==> config.mk <==
export PLATFORM = sky130hd
export DESIGN_NAME = xbus_async_ctrl
export DESIGN_NICKNAME = d
export VERILOG_FILES = /design/src/rtl/amc_pkg.sv /design/src/rtl/amc_timing_regs.sv /design/src/rtl/amc_phase_seq.sv /design/src/rtl/amc_datapath.sv /design/src/rtl/xbus_async_ctrl.sv
export SDC_FILE = /design/constraint.sdc
export NUM_CORES = 1
export LEC_CHECK = 0
export CORE_MARGIN = 2
export CORE_UTILIZATION = 40
export CTS_BUF_LIST = sky130_fd_sc_hd__clkbuf_4 sky130_fd_sc_hd__clkbuf_8
export DETAILED_ROUTE_END_ITERATION = 8
export MAX_ROUTING_LAYER = met4
export PLACE_DENSITY = 0.69
export SYNTH_ARGS = -nofsm -noshare
export SYNTH_HDL_FRONTEND = slang
export SYNTH_SLANG_ARGS = --single-unit
==> constraint.sdc <==
create_clock -name clk -period 3.4 [get_ports clk]
set_input_delay 0.68 -clock clk [delete_from_list [all_inputs] [get_ports clk]]
set_output_delay 0.68 -clock clk [all_outputs]
set_load 0.02 [all_outputs]
==> src/rtl/amc_pkg.sv <==
`timescale 1ns/1ps
package amc_pkg;
  localparam int TIM_W = 4;

  typedef enum logic [1:0] {
    PH_IDLE   = 2'd0,
    PH_SETUP  = 2'd1,
    PH_STROBE = 2'd2,
    PH_HOLD   = 2'd3
  } phase_e;

  typedef struct packed {
    logic [TIM_W-1:0] setup;
    logic [TIM_W-1:0] strobe;
    logic [TIM_W-1:0] hold;
  } timing_t;

  // programmed value to cycle count: zero behaves as one cycle
  function automatic logic [TIM_W-1:0] eff_len(input logic [TIM_W-1:0] v);
    return (v == '0) ? TIM_W'(1) : v;
  endfunction

  // counter preload for a phase of the given programmed length
  function automatic logic [TIM_W-1:0] preload(input logic [TIM_W-1:0] v);
    return eff_len(v) - TIM_W'(1);
  endfunction
endpackage

==> src/rtl/amc_timing_regs.sv <==
`timescale 1ns/1ps
module amc_timing_regs import amc_pkg::*; #(
  parameter int DEF_SETUP  = 4,
  parameter int DEF_STROBE = 15,
  parameter int DEF_HOLD   = 3
) (
  input  logic    clk,
  input  logic    rst_n,
  input  logic    load,
  input  timing_t tim_in,
  output timing_t tim_q
);
  always_ff @(posedge clk) begin
    if (!rst_n) begin
      tim_q.setup  <= TIM_W'(DEF_SETUP);
      tim_q.strobe <= TIM_W'(DEF_STROBE);
      tim_q.hold   <= TIM_W'(DEF_HOLD);
    end else if (load) begin
      tim_q <= tim_in;
    end
  end
endmodule

==> src/rtl/amc_phase_seq.sv <==
`timescale 1ns/1ps
module amc_phase_seq import amc_pkg::*; (
  input  logic    clk,
  input  logic    rst_n,
  input  logic    start,
  input  logic    start_wide,
  input  timing_t tim_cur,
  output phase_e  phase,
  output logic    upper_half,
  output logic    strobe_last,
  output logic    xfer_end,
  output logic    access_done
);
  timing_t          tim_q;
  logic             wide_q;
  logic [TIM_W-1:0] cnt;
  logic             cnt_zero;

  assign cnt_zero    = (cnt == '0);
  assign strobe_last = (phase == PH_STROBE) && cnt_zero;
  assign xfer_end    = (phase == PH_HOLD) && cnt_zero;

  always_ff @(posedge clk) begin
    if (!rst_n) begin
      phase       <= PH_IDLE;
      cnt         <= '0;
      tim_q       <= '0;
      wide_q      <= 1'b0;
      upper_half  <= 1'b0;
      access_done <= 1'b0;
    end else begin
      access_done <= 1'b0;
      unique case (phase)
        PH_IDLE: if (start) begin
          tim_q      <= tim_cur;
          wide_q     <= start_wide;
          upper_half <= 1'b0;
          cnt        <= preload(tim_cur.setup);
          phase      <= PH_SETUP;
        end
        PH_SETUP: if (cnt_zero) begin
          cnt   <= preload(tim_q.strobe);
          phase <= PH_STROBE;
        end else cnt <= cnt - TIM_W'(1);
        PH_STROBE: if (cnt_zero) begin
          cnt   <= preload(tim_q.hold);
          phase <= PH_HOLD;
        end else cnt <= cnt - TIM_W'(1);
        PH_HOLD: if (cnt_zero) begin
          if (wide_q && !upper_half) begin
            upper_half <= 1'b1;
            cnt        <= preload(tim_q.setup);
            phase      <= PH_SETUP;
          end else begin
            phase       <= PH_IDLE;
            access_done <= 1'b1;
          end
        end else cnt <= cnt - TIM_W'(1);
        default: phase <= PH_IDLE;
      endcase
    end
  end
endmodule

==> src/rtl/amc_datapath.sv <==
`timescale 1ns/1ps
module amc_datapath import amc_pkg::*; #(
  parameter int              ADDR_W    = 32,
  parameter int              EXT_AW    = 20,
  parameter int              BUS_W     = 16,
  parameter logic [31:0]     BANK_BASE = 32'h2000_0000
) (
  input  logic                clk,
  input  logic                rst_n,
  input  logic                start,
  input  logic                req_write,
  input  logic                req_wide,
  input  logic [ADDR_W-1:0]   req_addr,
  input  logic [2*BUS_W-1:0]  req_wdata,
  input  phase_e              phase,
  input  logic                upper_half,
  input  logic                strobe_last,
  input  logic [BUS_W-1:0]    ebus_din,
  output logic                ebus_cs_n,
  output logic                ebus_oe_n,
  output logic                ebus_we_n,
  output logic [EXT_AW-1:0]   ebus_addr,
  output logic [BUS_W-1:0]    ebus_dout,
  output logic                ebus_dout_en,
  output logic [2*BUS_W-1:0]  rsp_rdata
);
  localparam int DATA_W = 2 * BUS_W;

  logic [ADDR_W-1:0] req_off;
  logic [EXT_AW-1:0] hw_idx;
  logic              unused_bits;
  logic              wr_q;
  logic [EXT_AW-1:0] hw_q;
  logic [DATA_W-1:0] wdata_q;
  logic [DATA_W-1:0] rdata_q;
  logic              active;

  assign req_off     = req_addr - ADDR_W'(BANK_BASE);
  assign hw_idx      = {req_off[EXT_AW:2], req_off[1] & ~req_wide};
  assign unused_bits = ^{req_off[ADDR_W-1:EXT_AW+1], req_off[0]};

  always_ff @(posedge clk) begin
    if (!rst_n) begin
      wr_q    <= 1'b0;
      hw_q    <= '0;
      wdata_q <= '0;
      rdata_q <= '0;
    end else if (start) begin
      wr_q    <= req_write;
      hw_q    <= hw_idx;
      wdata_q <= req_wdata;
      rdata_q <= '0;
    end else if (strobe_last && !wr_q) begin
      if (upper_half) rdata_q[DATA_W-1:BUS_W] <= ebus_din;
      else            rdata_q[BUS_W-1:0]      <= ebus_din;
    end
  end

  assign active       = (phase != PH_IDLE);
  assign ebus_cs_n    = !active;
  assign ebus_oe_n    = !((phase == PH_STROBE) && !wr_q);
  assign ebus_we_n    = !((phase == PH_STROBE) && wr_q);
  assign ebus_dout_en = active && wr_q;
  assign ebus_addr    = hw_q | EXT_AW'(upper_half);
  assign ebus_dout    = upper_half ? wdata_q[DATA_W-1:BUS_W] : wdata_q[BUS_W-1:0];
  assign rsp_rdata    = rdata_q;
endmodule

==> src/rtl/xbus_async_ctrl.sv <==
`timescale 1ns/1ps
module xbus_async_ctrl import amc_pkg::*; #(
  parameter int          ADDR_W     = 32,
  parameter int          EXT_AW     = 20,
  parameter int          BUS_W      = 16,
  parameter logic [31:0] BANK_BASE  = 32'h2000_0000,
  parameter int          DEF_SETUP  = 4,
  parameter int          DEF_STROBE = 15,
  parameter int          DEF_HOLD   = 3
) (
  input  logic                clk,
  input  logic                rst_n,
  input  logic                cfg_we,
  input  logic [TIM_W-1:0]    cfg_setup,
  input  logic [TIM_W-1:0]    cfg_strobe,
  input  logic [TIM_W-1:0]    cfg_hold,
  input  logic                req_valid,
  output logic                req_ready,
  input  logic                req_write,
  input  logic                req_wide,
  input  logic [ADDR_W-1:0]   req_addr,
  input  logic [2*BUS_W-1:0]  req_wdata,
  output logic                rsp_done,
  output logic [2*BUS_W-1:0]  rsp_rdata,
  output logic                ebus_cs_n,
  output logic                ebus_oe_n,
  output logic                ebus_we_n,
  output logic [EXT_AW-1:0]   ebus_addr,
  output logic [BUS_W-1:0]    ebus_dout,
  output logic                ebus_dout_en,
  input  logic [BUS_W-1:0]    ebus_din
);
  timing_t tim_in, tim_cur;
  phase_e  phase;
  logic    upper_half, strobe_last, xfer_end, start;

  assign tim_in    = '{setup: cfg_setup, strobe: cfg_strobe, hold: cfg_hold};
  assign req_ready = (phase == PH_IDLE);
  assign start     = req_valid && req_ready;

  amc_timing_regs #(.DEF_SETUP(DEF_SETUP), .DEF_STROBE(DEF_STROBE), .DEF_HOLD(DEF_HOLD)) u_tim (
    .clk(clk), .rst_n(rst_n), .load(cfg_we), .tim_in(tim_in), .tim_q(tim_cur));

  amc_phase_seq u_seq (
    .clk(clk), .rst_n(rst_n), .start(start), .start_wide(req_wide), .tim_cur(tim_cur),
    .phase(phase), .upper_half(upper_half), .strobe_last(strobe_last),
    .xfer_end(xfer_end), .access_done(rsp_done));

  amc_datapath #(.ADDR_W(ADDR_W), .EXT_AW(EXT_AW), .BUS_W(BUS_W), .BANK_BASE(BANK_BASE)) u_dp (
    .clk(clk), .rst_n(rst_n), .start(start), .req_write(req_write), .req_wide(req_wide),
    .req_addr(req_addr), .req_wdata(req_wdata), .phase(phase), .upper_half(upper_half),
    .strobe_last(strobe_last), .ebus_din(ebus_din), .ebus_cs_n(ebus_cs_n),
    .ebus_oe_n(ebus_oe_n), .ebus_we_n(ebus_we_n), .ebus_addr(ebus_addr),
    .ebus_dout(ebus_dout), .ebus_dout_en(ebus_dout_en), .rsp_rdata(rsp_rdata));
endmodule

==> flow_summary.json <==
{
  "r2r_start": "u_seq.cnt[0]",
  "clk_latency_ns": 0.42,
  "post-route-util_pct": 56.0,
  "grt_max_degree": 49,
  "synth_top_flop_cell": "dfxtp_1",
  "grt_overflow": 0,
  "crit_arrival_ns": 2.13,
  "core-area_um2": 12600,
  "syn-cell-area_um2": 5140,
  "skew_ns": 0.00567,
  "dieArea_um2": 13800,
  "finalPower_mw": 4.29,
  "hp-start": "u_dp.rsp_rdata[7]",
  "drt-vias-per-instance": 4.83,
  "yosysTopAreaCellShare_pct": 46.0,
  "final_hold_viol_count": 0,
  "fp.dieW_um": 117,
  "period_share_pct": 82.6,
  "dp_hpwl_mm": 8.95,
  "async_flop_share_pct": 0,
  "syn_nets": 703,
  "fmax_ghz": 0.356,
  "cts_htree_levels": 4,
  "drcViolationCount": 0,
  "worst_pin_slew_ns": 0.744,
  "hold_slack_ns": 0.455,
  "ioPinCount": 172,
  "nNetsFinal": 831,
  "post_cts_buffers": 0,
  "dr.first_iter.drc_count": 316,
  "synth_edf_count": 0,
  "worstSetupEndpointType": "primary output",
  "rsz0062_at_grt": "no",
  "yosysTopAreaCell": "dfxtp_1",
  "required_ns": 2.72,
  "hold_buffers": 0,
  "start_util_pct": 40.9,
  "drv_slew": 0,
  "seq_area_frac_synth_pct": 46.0,
  "fin_crit_ns": 2.81,
  "grt_pass1_wl_mm": 21.0,
  "synth_cells": 597,
  "p_leak_nw": 2.71,
  "fin_setup_tns_ns": 0,
  "port_buffers": 159,
  "area_growth_pct": 37.0,
  "drv_cap": 0,
  "grt_usage_pct": 19.3,
  "synth_area_leaders": "dfxtp_1, nand2_1, a21boi_0",
  "peakVddDrop_mv": 0.351,
  "gp_congestion": 0.822,
  "mostFrequentLayoutCell": "nand2_1",
  "path_max_fanout": 8,
  "cts.sinks": 118,
  "criticalPathCategory": "flop to primary output",
  "max-slew-margin-rel_pct": 50.3,
  "cts_tree": "done",
  "final_cell_mix": "nand2_1, clkdlybuf4s50_1, dfxtp_1",
  "rows": 41,
  "finalSetupViolCount": 0,
  "status": "finished, final reports clean",
  "cts.clk_slew.worst_paths_ns": 0.06,
  "ant_nets": 0,
  "avgRoutedWirePerCell_um": 13.9,
  "num_vias": 4385,
  "grt_pass1_vias": 4350,
  "synth_cell_types": 44,
  "drtPass1Iterations": 4,
  "yosys_warnings": 0,
  "antenna_found_initial": 0,
  "routed_wl_mm": 12.6,
  "cts-resized-gates": 0,
  "numCtsBuffers": 17,
  "syn_area_per_cell_um2": 8.61,
  "power_density_nw_per_um2": 609,
  "die_h_um": 117,
  "cp-start-kind": "flop",
  "antenna_cells": 0,
  "drive_gt1_share_pct": 8.29,
  "cts_root_buf": "clkbuf_8",
  "cp-startpoint": "u_seq.phase[0]",
  "min_path_type": "flop to flop",
  "ys_ff_latch": 118,
  "cts_buffer_depth": 2
}
-- Yosys cell counts, types with 5 or more instances --
cell and n:
inv_1 8, a21oi_1 21, ha_1 8, nor2b_1 9, clkbuf_1 28, nor3_1 5, a21boi_0 69, mux2i_1 29
dfxtp_1 118, nor2_1 22, buf_4 20, mux2_2 16, nand2_1 179, o21ai_0 11
-- final timing paths --
| path | to | cells past startpoint | slack, ns |
|---|---|---|---|
| max | ebus_oe_n | 4 | 0.59 |
| min | u_dp.rsp_rdata[7] | 2 | 0.46 |
| min reg2reg | u_dp.rsp_rdata[7] | 2 | 0.46 |
| max reg2reg | u_dp.rsp_rdata[8] | 6 | 1.26 |
-- state kept, by name, summed over array words and instances, names as in the netlist --
signal	count
u_dp.wdata_q	32
u_seq.tim_q	12
u_seq.wide_q	1
u_dp.hw_q	20
u_tim.tim_q	12
u_seq.cnt	4
u_dp.wr_q	1
u_seq.access_done	1
u_seq.phase	2
u_seq.upper_half	1
u_dp.rsp_rdata	32
-- cells by family after synthesis --
family,synth area share (%)
muxes,9.15
AOI/OAI and AO/OA,16.2
DFF,46.0
xor gates and xnor gates,0.511
buffers and inverters,6.86
adders and majority gates,1.95
and+or+nand+nor,19.4
-- metrics by stage --
stage,setup WS [ns],instances,cell area (µm²)
floorplan,1.32,597,5140
global placement,1.06,878,6690
detailed placement,1.03,878,6690
CTS,0.551,908,7040
global route,0.394,908,7040
finish,0.592,908,7040
-- power breakdown --
part / leakage, nW / total [mW] / internal, mW / switching [mW]
combinational: 1.56 / 1.45 / 0.612 / 0.837
clock: 0.192 / 1.13 / 0.621 / 0.504
sequential: 0.964 / 1.71 / 1.58 / 0.136
total: 2.71 / 4.29 / 2.81 / 1.48
-- layer usage --
metal,vias to the layer above,part of all wire (%),track usage [%]
li1,2223,-,-
met1,1990,47,23.7
met2,158,45,29.5
met3,14,6.7,6.03
met4,0,1.5,7.98
met5,-,0,-
-- layout make-up --
type | count | area, µm²
well taps | 172 | 215
repair buffers | 166 | 1650
fillers | 1161 | 5530
multi-input cells | 414 | 2430
clock inverters | 4 | 20.0
flip-flops and latches | 118 | 2360
clock buffers | 26 | 333
inverters | 8 | 30.0
-- worst max-delay path, stage by stage, from the launching register on --
cell             delay (ns)
dfxtp_1                0.40
inv_1                  0.09
ha_1                   0.30
nand2b_1               0.24
clkdlybuf4s50_1        0.69
(Power assumes the default switching activity.)
